$ cat config.mk
export PLATFORM = sky130hd
export DESIGN_NAME = tap_testreg_bank
export DESIGN_NICKNAME = d
export VERILOG_FILES = /design/src/rtl/tsr_pkg.sv /design/src/rtl/tsr_instr_reg.sv /design/src/rtl/tsr_decode.sv /design/src/rtl/tsr_data_regs.sv /design/src/rtl/tap_testreg_bank.sv
export SDC_FILE = /design/constraint.sdc
export NUM_CORES = 1
export LEC_CHECK = 0
export BUFFER_PORTS_ARGS = -buffer_cell sky130_fd_sc_hd__buf_4
export CAP_MARGIN = 20
export CORE_MARGIN = 5
export CORE_UTILIZATION = 58
export CTS_CLUSTER_DIAMETER = 60
export DETAILED_ROUTE_END_ITERATION = 6
export PLACE_DENSITY_LB_ADDON = 0.05
export REMOVE_ABC_BUFFERS = 1
export SETUP_SLACK_MARGIN = 0.15
export SYNTH_ARGS = -nofsm -noshare
export SYNTH_HDL_FRONTEND = slang
export SYNTH_HIERARCHICAL = 1
export SYNTH_SLANG_ARGS = --single-unit
$ cat constraint.sdc
create_clock -name tck -period 2.5 [get_ports tck]
set_input_delay 0.5 -clock tck [delete_from_list [all_inputs] [get_ports tck]]
set_output_delay 0.5 -clock tck [all_outputs]
set_load 0.05 [all_outputs]
$ cat src/rtl/tsr_pkg.sv
// Package for the reduced test register bank.
// Holds the instruction codes, the decoded data-register selection and the
// state encoding for the companion port state machine.
package tsr_pkg;

    localparam int IR_W = 3;

    typedef enum logic [IR_W-1:0] {
        INS_EXTEST = 3'b000,
        INS_IDCODE = 3'b001,
        INS_SAMPZ  = 3'b010,
        INS_SAMPLE = 3'b100,
        INS_BYPASS = 3'b111
    } ins_e;

    typedef struct packed {
        logic use_bsr;
        logic use_id;
        logic use_byp;
        logic float_out;
    } dr_sel_t;

    typedef enum logic [3:0] {
        TS_TLR, TS_RTI,
        TS_SELDR, TS_CAPDR, TS_SHDR, TS_EX1DR, TS_PSDR, TS_EX2DR, TS_UPDR,
        TS_SELIR, TS_CAPIR, TS_SHIR, TS_EX1IR, TS_PSIR, TS_EX2IR, TS_UPIR
    } tap_st_e;

endpackage

$ cat src/rtl/tsr_instr_reg.sv
// Instruction shift stage and active instruction latch.
// Captures the fixed 001 pattern, shifts LSB-first toward tdo and moves the
// shifted code to the active latch in update-IR. Assumes one-hot strobes.
module tsr_instr_reg
    import tsr_pkg::*;
(
    input  logic            tck,
    input  logic            trst_n,
    input  logic            tdi,
    input  logic            st_tlr,
    input  logic            st_cap_ir,
    input  logic            st_shf_ir,
    input  logic            st_upd_ir,
    output logic            ir_tdo,
    output logic [IR_W-1:0] act_ins
);

    localparam logic [IR_W-1:0] CAPT_PAT  = {{(IR_W-1){1'b0}}, 1'b1};
    localparam logic [IR_W-1:0] RESET_INS = INS_IDCODE;

    logic [IR_W-1:0] sh_q;
    logic [IR_W-1:0] act_q;

    // Shift stage: capture the check pattern or shift toward tdo.
    always_ff @(posedge tck) begin
        if (!trst_n)        sh_q <= RESET_INS;
        else if (st_cap_ir) sh_q <= CAPT_PAT;
        else if (st_shf_ir) sh_q <= {tdi, sh_q[IR_W-1:1]};
    end

    // Active instruction: reset value, or the shifted code on update.
    always_ff @(posedge tck) begin
        if (!trst_n || st_tlr) act_q <= RESET_INS;
        else if (st_upd_ir)    act_q <= sh_q;
    end

    assign ir_tdo  = sh_q[0];
    assign act_ins = act_q;

    assert_tlr_idcode_R2: assert property (@(posedge tck) disable iff (!trst_n)
        st_tlr |=> (act_ins == INS_IDCODE));

    assert_capture_pat_R3: assert property (@(posedge tck) disable iff (!trst_n)
        st_cap_ir |=> (sh_q[1:0] == 2'b01));

    assert_update_only_R4: assert property (@(posedge tck) disable iff (!trst_n)
        (!st_upd_ir && !st_tlr) |=> $stable(act_ins));

endmodule

$ cat src/rtl/tsr_decode.sv
// Instruction decoder: maps the active code to a data-register selection and
// the output float request. Reserved codes fall back to the bypass register.
module tsr_decode
    import tsr_pkg::*;
(
    input  logic [IR_W-1:0] ins,
    output dr_sel_t         sel
);

    // Decode table.
    always_comb begin
        sel = '0;
        unique case (ins)
            INS_EXTEST: begin sel.use_bsr = 1'b1; sel.float_out = 1'b1; end
            INS_IDCODE: sel.use_id = 1'b1;
            INS_SAMPZ:  begin sel.use_bsr = 1'b1; sel.float_out = 1'b1; end
            INS_SAMPLE: sel.use_bsr = 1'b1;
            default:    sel.use_byp = 1'b1;
        endcase
    end

    // Exactly one data register is selected, and floating implies the chain.
    always_comb begin
        assert_one_dr_R1: assert ($countones({sel.use_bsr, sel.use_id, sel.use_byp}) == 1);
        assert_hiz_bsr_R5: assert (!(sel.float_out && !sel.use_bsr));
    end

endmodule

$ cat src/rtl/tsr_data_regs.sv
// Data-register path: bypass bit, identification register and a capture-only
// boundary chain. Only the selected register captures or shifts, and its
// LSB is sent to dr_tdo. Assumes the sel input has exactly one bit set.
module tsr_data_regs
    import tsr_pkg::*;
#(
    parameter int          BSR_LEN  = 71,
    parameter logic [31:0] ID_VALUE = 32'h1A5C_E0B3
) (
    input  logic               tck,
    input  logic               trst_n,
    input  logic               tdi,
    input  logic               st_cap_dr,
    input  logic               st_shf_dr,
    input  dr_sel_t            sel,
    input  logic [BSR_LEN-1:0] pin_sample,
    output logic               dr_tdo
);

    localparam int ID_W = 32;

    logic               byp_q;
    logic [ID_W-1:0]    id_q;
    logic [BSR_LEN-1:0] bsr_q;

    logic cap_bsr, shf_bsr;
    assign cap_bsr = st_cap_dr && sel.use_bsr;
    assign shf_bsr = st_shf_dr && sel.use_bsr;

    // Bypass bit: cleared on capture, follows tdi on shift.
    always_ff @(posedge tck) begin
        if (!trst_n)                     byp_q <= 1'b0;
        else if (st_cap_dr && sel.use_byp) byp_q <= 1'b0;
        else if (st_shf_dr && sel.use_byp) byp_q <= tdi;
    end

    // Identification register: load the fixed value, shift LSB first.
    always_ff @(posedge tck) begin
        if (!trst_n)                      id_q <= ID_VALUE;
        else if (st_cap_dr && sel.use_id) id_q <= ID_VALUE;
        else if (st_shf_dr && sel.use_id) id_q <= {tdi, id_q[ID_W-1:1]};
    end

    // Boundary chain, one cell per pin, built from the chain length.
    for (genvar g = 0; g < BSR_LEN; g++) begin : g_bsr
        logic shin;
        if (g == BSR_LEN - 1) begin : g_head
            assign shin = tdi;
        end else begin : g_body
            assign shin = bsr_q[g+1];
        end
        // Cell g: sample its pin on capture, take its neighbour on shift.
        always_ff @(posedge tck) begin
            if (!trst_n)      bsr_q[g] <= 1'b0;
            else if (cap_bsr) bsr_q[g] <= pin_sample[g];
            else if (shf_bsr) bsr_q[g] <= shin;
        end
    end

    // Serial output of the selected register.
    always_comb begin
        if (sel.use_bsr)     dr_tdo = bsr_q[0];
        else if (sel.use_id) dr_tdo = id_q[0];
        else                 dr_tdo = byp_q;
    end

    assert_id_load_R6: assert property (@(posedge tck) disable iff (!trst_n)
        (st_cap_dr && sel.use_id) |=> (id_q == ID_VALUE));

    assert_bsr_capture_R7: assert property (@(posedge tck) disable iff (!trst_n)
        cap_bsr |=> (bsr_q == $past(pin_sample)));

    assert_bypass_clear_R8: assert property (@(posedge tck) disable iff (!trst_n)
        (st_cap_dr && sel.use_byp) |=> (byp_q == 1'b0));

endmodule

$ cat src/rtl/tap_testreg_bank.sv
// Top of the reduced test register bank.
// Joins the instruction stage, the decoder and the data-register path, and
// retimes the serial output and its enable on the falling edge of tck.
// Assumes the state strobes come from a standard port controller on tck.
module tap_testreg_bank
    import tsr_pkg::*;
#(
    parameter int          BSR_LEN  = 71,
    parameter logic [31:0] ID_VALUE = 32'h1A5C_E0B3
) (
    input  logic               tck,
    input  logic               trst_n,
    input  logic               tdi,
    input  logic               st_tlr,
    input  logic               st_cap_ir,
    input  logic               st_shf_ir,
    input  logic               st_upd_ir,
    input  logic               st_cap_dr,
    input  logic               st_shf_dr,
    input  logic [BSR_LEN-1:0] pin_sample,
    output logic               tdo,
    output logic               tdo_oe,
    output logic               out_hiz
);

    logic            ir_tdo;
    logic            dr_tdo;
    logic [IR_W-1:0] act_ins;
    dr_sel_t         sel;
    logic            tdo_q, oe_q;

    tsr_instr_reg u_ir (
        .tck       (tck),
        .trst_n    (trst_n),
        .tdi       (tdi),
        .st_tlr    (st_tlr),
        .st_cap_ir (st_cap_ir),
        .st_shf_ir (st_shf_ir),
        .st_upd_ir (st_upd_ir),
        .ir_tdo    (ir_tdo),
        .act_ins   (act_ins)
    );

    tsr_decode u_dec (
        .ins (act_ins),
        .sel (sel)
    );

    tsr_data_regs #(
        .BSR_LEN  (BSR_LEN),
        .ID_VALUE (ID_VALUE)
    ) u_dr (
        .tck        (tck),
        .trst_n     (trst_n),
        .tdi        (tdi),
        .st_cap_dr  (st_cap_dr),
        .st_shf_dr  (st_shf_dr),
        .sel        (sel),
        .pin_sample (pin_sample),
        .dr_tdo     (dr_tdo)
    );

    // Falling-edge retiming of the serial output and its enable.
    always_ff @(negedge tck) begin
        if (!trst_n) begin
            tdo_q <= 1'b0;
            oe_q  <= 1'b0;
        end else begin
            oe_q  <= st_shf_ir || st_shf_dr;
            tdo_q <= st_shf_ir ? ir_tdo : dr_tdo;
        end
    end

    assign tdo     = tdo_q;
    assign tdo_oe  = oe_q;
    assign out_hiz = sel.float_out;

    assert_oe_in_shift_R9: assert property (@(posedge tck) disable iff (!trst_n)
        tdo_oe |-> (st_shf_ir || st_shf_dr));

endmodule

==> impl_metrics.env <==
export IMPL_drive_gt1_share_pct=20.77
export IMPL_totalWireLength_um=8889
export IMPL_vias=3595
export IMPL_tritoncts="done"
export IMPL_hold_slack_ps=395.5
export IMPL_clk_latency_ps=390
export IMPL_path_class="reg -> out"
export IMPL_io_pins=83
export IMPL_dieWidth_um=95.78
export IMPL_io_buffer_count=82
export IMPL_finalHoldViolCount=0
export IMPL_worst_pin_slew_ps=715.3
export IMPL_final_antenna_net_count=0
export IMPL_yosysTopAreaCellShare_pct=52.54
export IMPL_end_kind="primary output"
export IMPL_p_per_area_nw_per_um2=622.3
export IMPL_cp_buffers_inverters=1
export IMPL_crit_fanout=1
export IMPL_critPathSlowestCell="dfxtp_2"
export IMPL_gr_total_overflow=0
export IMPL_hold_class="in -> reg"
export IMPL_comb_power_share_pct=11.1
export IMPL_critPathLaunchType="flop"
export IMPL_syn_area_sq_um=4268
export IMPL_synthCells=498
export IMPL_final_cell_mix="147 x nor2_1, 107 x dfxtp_1, 90 x buf_4, 71 x o221ai_1, 69 x nand2_1"
export IMPL_finalSetupViolCount=2
export IMPL_final_common_cell="nor2_1"
export IMPL_dieHeight_um=95.78
export IMPL_hold_buffers=0
export IMPL_grt_max_degree=73
export IMPL_ys_seq_area_share_pct=52.54
export IMPL_nFillCells=583
export IMPL_crit_family="flip-flops"
export IMPL_place_congestion=0.7704
export IMPL_gr_usage_all_layers_pct=20.29
export IMPL_antenna_found_initial=0
export IMPL_status="finished with violations"
export IMPL_dp_hpwl_um=5768
export IMPL_root_buffer="clkbuf_8"
export IMPL_post_cts_buffers=0
export IMPL_yosys_warnings=6
export IMPL_grt_pass1_vias=3515
export IMPL_area_growth_syn_to_layout_pct=19.47
export IMPL_path_cells="buf_6"
export IMPL_rsz0062_at_grt="yes"
export IMPL_via_per_inst=5.390
export IMPL_dieArea_sq_um=9174
export IMPL_seq_area_sq_um=2248
export IMPL_layout_setup_ws_ps=-106.6
export IMPL_clock_sinks=112
export IMPL_instances_no_fill=667
export IMPL_drv_slew=0
export IMPL_swShare_pct=24.54
export IMPL_cts_made_buffers=9
export IMPL_skew_ps=43.47
export IMPL_power_internal_uw=2394
export IMPL_yosysUniqueCellTypes=23
export IMPL_grt_pass1_wl_um=14950
export IMPL_slowest_delay_ps=310
export IMPL_multiInputGateArea_sq_um=1815
export IMPL_core_area_sq_um=7214
export IMPL_avgSynthCellArea_sq_um=8.570
export IMPL_drt_pass1_iter_count=4
export IMPL_cts_htree_levels=3
export IMPL_synth_seq_cells=112
export IMPL_utilization_pct=70.67
export IMPL_max_cap_violations=0
export IMPL_drcViolationCount=0
export IMPL_wl_per_cell_um=13.33
export IMPL_violations="setup timing"
export IMPL_p_leak_uw=0.002068
export IMPL_switching_power_uw=778.6
export IMPL_placed_cells=651
export IMPL_peakVddDrop_mv=0.3319
export IMPL_final_net_count=644
export IMPL_yosys_area_top_type="dfxtp_1"
export IMPL_final_area_sq_um=5099
export IMPL_seq_power_share_pct=59.6
export IMPL_path_clk_slew_ps=100
export IMPL_ys_top_cells_by_area="dfxtp_1 53%, o221ai_1 15%, nor2_1 13%"
export IMPL_place_area_sq_um=4901
export IMPL_diodes=0
export IMPL_slew_headroom_pct=52.32
export IMPL_first_iter_violations=166
export IMPL_arrival_ps=2110
export IMPL_num_rows=31
export IMPL_required_ps=2000
export IMPL_start_util_pct=59.16
export IMPL_cts_buffer_depth=2
export IMPL_clock_power_share_pct=29.3
## power by group through the flow
stage | Combinational, uW | Clock, uW | Sequential (uW)
after floorplan | 174 | 7.52 | 1930
final | 351 | 931 | 1890
after detailed placement | 348 | 7.52 | 1930
after global routing | 396 | 1040 | 1900
after CTS | 352 | 970 | 1890
after global placement | 341 | 7.52 | 1930
## what timing repair did
action,in CTS,in global routing
resized for setup,11,1
gates cloned,0,0
pin swaps,1,1
endpoints found under the setup margin,3,3
## kinds of logic (layout without fill, tap and decap cells)
family | after synthesis | after routing | synth area share (%)
buf+inv | 41 | 111 | 5.365
simple gates | 242 | 242 | 22.57
compound gates | 96 | 96 | 17.85
mux | 6 | 6 | 1.407
flops | 112 | 112 | 52.54
fa+ha+maj | 1 | 1 | 0.2638
## per-stage QoR
stage          setup slack, ps  total power (uW)  TNS (ps)
6_report                -106.6              3173    -203.7
3_3_place_gp             54.39              2276         0
3_5_place_dp             28.61              2286         0
4_1_cts                 -122.1              3213    -234.7
5_1_grt                 -137.9              3335    -269.4
2_1_floorplan           -35.32              2112    -35.32
## cell usage after synthesis, drive strengths merged
cell type and count:
nor2 147, a211o 2, nor2b 3, o21a 2, maj3 1, nand4b 1, a21oi 18, buf 30
nand3b 1, or2b 2, and2 2, o21ai 2, dfxtp 112, nor3b 1, inv 1, o221ai 71
nand2 70, a21boi 1, clkbuf 10, mux2i 6, nand3 15
## worst register-to-register path, stage by stage (launching register included)
cell,delay (ps)
dfxtp_2,350
nor3b_4,210
mux2i_1,200
o21ai_1,70
mux2i_1,120
nor2b_1,60
## routing by layer
layer  up-vias  share of wire, %  GRT usage [%]
li1       1866                 -              -
met2        56                49          35.78
met4         0               1.6          6.398
met3        14               5.6          6.646
met5         -                 0              0
met1      1659                43          23.16
## layout make-up
| type | instances | share of cell area, % |
|---|---|---|
| Sequential cell | 112 | 44.10 |
| Multi-Input combinational cell | 345 | 35.61 |
| Timing Repair Buffer | 94 | 14.55 |
| Clock buffer | 10 | 2.503 |
| Tap cell | 99 | 2.429 |
| Clock inverter | 7 | 0.8098 |
## final timing paths
kind | depth (start not counted) | to | slack, ps | start
worst min register to register | 2 | u_dr/id_q[8]$_SDFFE_PP0P_ | 450 | u_dr/id_q[9]$_SDFFE_PP0P_
worst max-delay path | 1 | tdo | -110 | tdo$_SDFF_NN0_
worst max register to register | 5 | tdo$_SDFF_NN0_ | 160 | u_ir/act_ins[2]$_SDFFE_PP0P_
worst min-delay path | 2 | u_ir/act_ins[0]$_SDFFE_PP1P_ | 400 | st_upd_ir
## state kept, by name, indices dropped and copies added, names as in the netlist
name,count
u_dr/g_bsr.shin,70
u_dr/bsr_q,1
u_dr/id_q,32
tdo,1
u_ir/sh_q,3
u_ir/act_ins,3
tdo_oe,1
u_dr/byp_q,1
Note: power is estimated with default switching activity, not from simulation.
